## src/rtl/boot_guard_pkg.sv

```systemverilog
package boot_guard_pkg;
  typedef enum logic {
    OP_PROG  = 1'b0,
    OP_ERASE = 1'b1
  } op_kind_e;
endpackage

```

## src/rtl/bg_region_decode.sv

```systemverilog
module bg_region_decode #(
  parameter int ADDR_W    = 20,
  parameter int REGION_W  = 14,
  parameter bit TOP_PLACE = 1'b0
) (
  input  logic [ADDR_W-1:0] addr_i,
  output logic              hit_o
);
  localparam int HI_W = ADDR_W - REGION_W;

  logic [HI_W-1:0] upper;
  assign upper = addr_i[ADDR_W-1:REGION_W];

  generate
    if (TOP_PLACE) begin : g_top
      assign hit_o = &upper;
    end else begin : g_bottom
      assign hit_o = ~|upper;
    end
  endgenerate
endmodule

```

## src/rtl/bg_lock_reg.sv

```systemverilog
module bg_lock_reg #(
  parameter bit LOCK_INIT = 1'b0
) (
  input  logic clk_i,
  input  logic rst_ni,
  input  logic set_i,
  output logic lock_o
);
  logic lock_q;

  always_ff @(posedge clk_i or negedge rst_ni) begin
    if (!rst_ni)    lock_q <= LOCK_INIT;
    else if (set_i) lock_q <= 1'b1;
  end

  assign lock_o = lock_q;

  a_r4_lock_sticky: assert property (@(posedge clk_i) disable iff (!rst_ni)
    !$fell(lock_q));
  a_r3_lock_sets: assert property (@(posedge clk_i) disable iff (!rst_ni)
    set_i |=> lock_q);
endmodule

```

## src/rtl/bg_busy_timer.sv

```systemverilog
module bg_busy_timer #(
  parameter int BUSY_CYC = 4
) (
  input  logic clk_i,
  input  logic rst_ni,
  input  logic start_i,
  output logic busy_o
);
  localparam int CNT_W = $clog2(BUSY_CYC + 1);
  localparam logic [CNT_W-1:0] LOAD = CNT_W'(BUSY_CYC);

  logic [CNT_W-1:0] cnt_q;

  always_ff @(posedge clk_i or negedge rst_ni) begin
    if (!rst_ni)                       cnt_q <= '0;
    else if (cnt_q == '0 && start_i)   cnt_q <= LOAD;
    else if (cnt_q != '0)              cnt_q <= cnt_q - 1'b1;
  end

  assign busy_o = (cnt_q != '0);

  a_r9_busy_starts: assert property (@(posedge clk_i) disable iff (!rst_ni)
    (start_i && !busy_o) |=> busy_o);
  a_r9_busy_bounded: assert property (@(posedge clk_i) disable iff (!rst_ni)
    cnt_q <= LOAD);
endmodule

```

## src/rtl/boot_guard.sv

```systemverilog
module boot_guard #(
  parameter int ADDR_W    = 20,
  parameter int REGION_W  = 14,
  parameter bit TOP_PLACE = 1'b0,
  parameter bit LOCK_INIT = 1'b0,
  parameter int BUSY_CYC  = 4
) (
  input  logic              clk_i,
  input  logic              rst_ni,
  input  logic [ADDR_W-1:0] addr_i,
  input  logic              op_valid_i,
  input  logic              op_kind_i,
  input  logic              lock_set_i,
  input  logic              hv_override_i,
  input  logic              id_mode_i,
  output logic              wr_allow_o,
  output logic              er_allow_o,
  output logic              status_o,
  output logic              busy_o
);
  import boot_guard_pkg::*;

  localparam logic [ADDR_W-1:0] ID_LOCK_ADDR = ADDR_W'(2);

  logic     in_region;
  logic     locked;
  logic     guarded;
  logic     prog_refused;
  op_kind_e kind;

  assign kind = op_kind_e'(op_kind_i);

  bg_region_decode #(
    .ADDR_W   (ADDR_W),
    .REGION_W (REGION_W),
    .TOP_PLACE(TOP_PLACE)
  ) u_region (
    .addr_i(addr_i),
    .hit_o (in_region)
  );

  bg_lock_reg #(
    .LOCK_INIT(LOCK_INIT)
  ) u_lock (
    .clk_i (clk_i),
    .rst_ni(rst_ni),
    .set_i (lock_set_i),
    .lock_o(locked)
  );

  // protection applies only inside the region, while locked, without override
  assign guarded    = in_region && locked && !hv_override_i;
  assign wr_allow_o = op_valid_i && (kind == OP_PROG)  && !guarded;
  assign er_allow_o = op_valid_i && (kind == OP_ERASE) && !guarded;

  assign prog_refused = op_valid_i && (kind == OP_PROG) && !wr_allow_o;

  bg_busy_timer #(
    .BUSY_CYC(BUSY_CYC)
  ) u_busy (
    .clk_i  (clk_i),
    .rst_ni (rst_ni),
    .start_i(prog_refused),
    .busy_o (busy_o)
  );

  assign status_o = id_mode_i && (addr_i == ID_LOCK_ADDR) && locked;

  a_r5_region_blocked: assert property (@(posedge clk_i) disable iff (!rst_ni)
    (op_valid_i && in_region && locked && !hv_override_i) |-> !wr_allow_o && !er_allow_o);
  a_r7_override_opens: assert property (@(posedge clk_i) disable iff (!rst_ni)
    (op_valid_i && hv_override_i) |-> (wr_allow_o || er_allow_o));
  a_r10_idle_quiet: assert property (@(posedge clk_i) disable iff (!rst_ni)
    !op_valid_i |-> !wr_allow_o && !er_allow_o);
  a_r10_exclusive: assert property (@(posedge clk_i) disable iff (!rst_ni)
    $onehot0({wr_allow_o, er_allow_o}));
  a_r8_status_src: assert property (@(posedge clk_i) disable iff (!rst_ni)
    status_o |-> (locked && id_mode_i));
endmodule

```

## config.mk

```make
export PLATFORM = sky130hd
export DESIGN_NAME = boot_guard
export DESIGN_NICKNAME = d
export VERILOG_FILES = /design/src/rtl/boot_guard_pkg.sv /design/src/rtl/bg_region_decode.sv /design/src/rtl/bg_lock_reg.sv /design/src/rtl/bg_busy_timer.sv /design/src/rtl/boot_guard.sv
export SDC_FILE = /design/constraint.sdc
export NUM_CORES = 1
export LEC_CHECK = 0
export ABC_AREA = 1
export BUFFER_PORTS_ARGS = -buffer_cell sky130_fd_sc_hd__buf_4
export CAP_MARGIN = 20
export CORE_AREA = 2 2 39 41
export DETAILED_ROUTE_END_ITERATION = 10
export DIE_AREA = 0 0 41 43
export MAX_ROUTING_LAYER = met4
export PLACE_DENSITY = 0.65
export SYNTH_ARGS = -nofsm -noshare
export SYNTH_HDL_FRONTEND = slang
export SYNTH_SLANG_ARGS = --single-unit
```

## constraint.sdc

```tcl
create_clock -name clk_i -period 1.2 [get_ports clk_i]
set_input_delay 0.18 -clock clk_i [delete_from_list [all_inputs] [get_ports clk_i]]
set_output_delay 0.18 -clock clk_i [all_outputs]
set_load 0.005 [all_outputs]
```

### After elaboration in Yosys (flattened, before gate mapping)

Index checks and enable logic that the tools add are counted.

| word-level totals | value |
|---|---|
| word-level logic and storage cells | 25 |
| register bits after elaboration | 4 |
| input port bits | 27 |

| cells by class | value |
|---|---|
| reductions and logical operators | 18 |
| mux-type cells | 2 |
| bitwise logic cells | 1 |
| equal/unequal tests | 1 |
| $add $sub $neg | 1 |

Operator list:

| cell | count |
|---|---|
| $eq 20x2->1 const B | 1 |
| $logic_and 1x1->1 | 10 |
| $mux 3 | 2 |
| $reduce_or 6->1 | 1 |
| $logic_not 1->1 | 4 |
| $logic_not 3->1 | 1 |
| $reduce_bool 3->1 | 1 |
| $sub 3x1->3 const B | 1 |
| $reduce_bool 2->1 | 1 |
| $not 1->1 | 1 |

### Depth between registers and ports, before layout

| logic depth | value |
|---|---|
| word-level depth | 10 |
| mapped depth | 7 |

### Cells and area by module

From an unflattened synthesis, not the netlist that was laid out.

| unflattened totals | value |
|---|---|
| cell total of the unflattened synthesis | 61 |
| area, all modules | 361.6 um^2 |

Modules (own cells, without submodules):

| module | area an instance (um^2) | instances | seq. area each (um^2) | cells an instance |
|---|---|---|---|---|
| bg_busy_timer | 178.9 | 1 | 75.1 | 24 |
| boot_guard | 125.1 | 1 | 0.0 | 28 |
| bg_lock_reg | 36.3 | 1 | 25.0 | 4 |
| bg_region_decode | 21.3 | 1 | 0.0 | 5 |

### Least setup slack after synthesis

OpenSTA, ideal clock, no wires.

| timing path | value |
|---|---|
| path type | register to register |
| start point | register u_busy.cnt_q[0] |
| end point | register u_busy.cnt_q[0] |
| setup slack | 111 ps |
| clock period less this slack | 1,089 ps |
| data required time | 1,083 ps |
| buffers on the path | 0 |
| arrival | 972 ps |
| stages on the path, launching flop included | 8 |
| library setup time | 117 ps |
| cell sequence | dfrtp_1 > inv_1 > ha_1 > inv_1 > nor2_2 > inv_1 > nand2_1 > nand2_1 |

| between the ends | value |
|---|---|
| elaborated cells between the ends (all ways) | 7 |
| classes of those cells | 1 x add/sub; 2 x mux; 4 x reduce/logical |

RTL lines:

| element | RTL line | source |
|---|---|---|
| start, declared | bg_busy_timer.sv:12 | `logic [CNT_W-1:0] cnt_q;` |
| start signal, assigned | bg_busy_timer.sv:17 | `else if (cnt_q != '0) cnt_q <= cnt_q - 1'b1;` |
| $reduce_bool 3->1 | n/a |  |
| named net busy_o | boot_guard.sv:19 | `output logic busy_o` |
| $reduce_bool 2->1 (no line) | n/a |  |

The timed path passes the listed nets, and every way through them passes these cells. The select of a mux whose other input is x is not followed.
A chain may end at the register's enable or synchronous reset.

### Worst setup path after layout

| timing path | value |
|---|---|
| start point | register u_busy.cnt_q[1] |
| end point | output busy_o |

| between the ends | value |
|---|---|
| cells in the longest elaborated chain, start to end | 1 |

Ends and longest elaborated chain:

| element | RTL line | source |
|---|---|---|
| $reduce_bool 3->1 | bg_busy_timer.sv:20 | `assign busy_o = (cnt_q != '0);` |
| end, declared | boot_guard.sv:19 |  |

No other way between the ends.

==> impl_results.md <==
- Max IR drop VDD: 0.813 mV
- Most common cell after layout, fill and taps aside: buf_4
- Fill cell count: 131
- Mapped Nets: 84
- Wire length per cell: 8.10 um
- Internal: 708 uW
- First-pass DRT Iterations: 2
- Clock sink count: 4
- Worst Path Class, Setup: reg -> out
- Syn_area_per_cell: 6.51 um^2
- Placed cells: 102
- WP data arrival: 1.11 ns
- Slew Limit Headroom: 87.6%
- Static Leak: 0.405 nW
- RePlAce Congestion: 0.687
- Gr ovfl total: 0
- Htree depth: 1
- Root Buffer: clkbuf_4
- FP Rows: 14
- Die Y-Extent: 43 um
- DRC Markers: 0
- GRT Resource Usage Total: 13.3%
- Cell area after synthesis: 358 um^2
- Mapped Cells: 55
- Ant diodes: 0
- Clk pwr share: 14.6%
- Area Overhead vs Synth: 110%
- Final std cells w/o fill: 113
- Bufs on Longest Clock Path: 2
- Num CTS Buffers: 3
- Slew @ Worst Pin: 0.187 ns
- Via-to-Cell Ratio: 3.91
- Clock period minus worst slack: 1.29 ns
- Setup_tns: -0.221 ns
- Largest net degree at the start of global routing: 5
- Psw: 381 uW
- # port buffers: 30
- Vias: 442
- CTS tree: done
- Failing checks: setup timing
- Vias in the first global route: 428
- FF+latch count, synth: 4
- I/O pins: 31
- Tot Pwr: 1.09 mW
- NumNets Final: 128
- Max-cap violation count: 0
- Initial antenna violation count: 0
- Seq pwr share: 22.4%
- Final hold vios: 0
- Ys Warns: 0
- Power Density: 1450 nW/um^2
- Final core utilization: 54.4%
- Chip Width: 41 um
- Die area: 1760 um^2
- Skew-Pair Late Insertion Delay: 0.23 ns
- Fin. max-slew vios: 0
- Status: finished with violations
- Final setup violation count: 3
- First-pass GRT wire length: 1.54 mm
- Hold/Removal Path Class: in -> reg
- Crit start category: register
- HPWL Detailed: 759 um
- ANT nets after route: 0
- CP max FO: 2
- Tcrit/Tclk final: 107%
- Clock slew at reported path FFs: 0.04 ns
- Share of post-route cells with drive strength above 1: 59.8%
- Switching share of total power: 35.0%
- Most frequent cells in the layout: buf_4 (34), nand2_1 (10), nor2_1 (10)
- Netlist cell types: 17
- Core area: 1380 um^2
- RSZ-0062 raised after global routing: yes
- DRT iter0 DRCs: 1
- Setup ws final: -0.0875 ns
- Hold_ws: 0.138 ns
- Fmax: 777 MHz
- Overall routed net length: 915 um
- Combinational share of power: 63.0%
- Sequential-to-total area share from yosys stat: 28.0%
- WP data required: 1.02 ns
- CP Capture Type: output pin
- Initial Utilization: 25.9%
- Layout Skew: 0.000632 ns
flip-flops by register name, summed over array words and instances (netlist names):
signal         flops
u_busy.cnt_q       3
u_lock.lock_o      1
power groups by stage:
stage                     Clock (mW)  Sequential, mW  Combinational [mW]
after CTS                      0.169           0.239               0.550
final                          0.160           0.244               0.686
after floorplan                    0           0.221               0.249
after global placement             0           0.226               0.397
after global routing           0.170           0.250               0.793
after detailed placement           0           0.228               0.409
routing by layer:
layer  wire length, um  up-vias  track usage [%]
met5                 0        -                -
met4                 0        0             9.33
met3                37        0             1.57
met2               489       11             20.6
met1               388      184             14.8
li1                  -      247                -
final cells by class:
cell class | count | area [um^2] | area share [%]
clock buffers | 3 | 22.5 | 2.99
multi-input cells | 38 | 251 | 33.4
flip-flops and latches | 4 | 100 | 13.3
repair buffers | 39 | 310 | 41.2
well taps | 16 | 20.0 | 2.66
inverters | 13 | 48.8 | 6.48
timing repair:
| item | 4_1_cts | 5_1_grt |
|---|---|---|
| hold buffers | 1 | 0 |
| setup endpoints to repair | 3 | 7 |
| hold endpoints to repair | 4 | 0 |
| buffers inserted | 5 | 3 |
| pin swaps | 4 | 6 |
| gates resized for setup | 10 | 6 |
path summary, 6_finish.rpt:
path                                             start                     endpoint  slack [ns]  depth (start not counted)
setup reg to reg           u_busy.cnt_q[1]$_DFFE_PN0P_  u_busy.cnt_q[0]$_DFFE_PN0P_        0.06                          8
min in group asynchronous                       rst_ni    u_lock.lock_o$_DFFE_PN0P_        0.29                          2
max in group asynchronous                       rst_ni  u_busy.cnt_q[0]$_DFFE_PN0P_        0.82                          2
setup / recovery           u_busy.cnt_q[1]$_DFFE_PN0P_                       busy_o       -0.09                          6
hold / removal                              lock_set_i    u_lock.lock_o$_DFFE_PN0P_        0.14                          2
hold reg to reg            u_busy.cnt_q[1]$_DFFE_PN0P_  u_busy.cnt_q[1]$_DFFE_PN0P_        0.52                          2
stage by stage:
| step | setup slack (ns) | area, um^2 |
|---|---|---|
| 3_3_place_gp | 0.0428 | 611 |
| 2_1_floorplan | 0.111 | 358 |
| 4_1_cts | -0.0975 | 707 |
| 6_report | -0.0875 | 753 |
| 3_5_place_dp | 0.00362 | 611 |
| 5_1_grt | -0.143 | 753 |
logic make-up (layout without fill, tap and decap cells):
logic type,count (synthesis),in the layout,share of synthesized area (%)
compound gates,1,1,2.45
xor+xnor,1,1,2.45
fa+ha+maj,2,2,6.99
buf+inv,13,55,13.6
flops,4,4,28.0
simple gates,34,34,46.5
critical path, stage by stage, from the launching register on:
cell	delay, ns
dfrtp_1	0.38
inv_2	0.09
ha_4	0.13
inv_2	0.03
nor2_4	0.09
inv_2	0.05
buf_6	0.10
synthesized netlist by cell type:
cell / number / area share, %
nand2_1: 10 / 10
dfrtp_1: 4 / 28
and3b_1: 1 / 2.4
nor2_2: 3 / 5.2
and2_1: 1 / 1.7
inv_2: 1 / 1.0
ha_1: 2 / 7.0
inv_1: 12 / 13
xor2_1: 1 / 2.4
nor3_2: 1 / 2.8
or2_2: 1 / 1.7
a21oi_2: 1 / 2.4
nor2_1: 11 / 12
nand4_1: 1 / 1.7
or2_0: 1 / 1.7
nand3_2: 1 / 2.8
nand3_1: 3 / 4.2
Note: power is estimated with default switching activity, not from simulation.
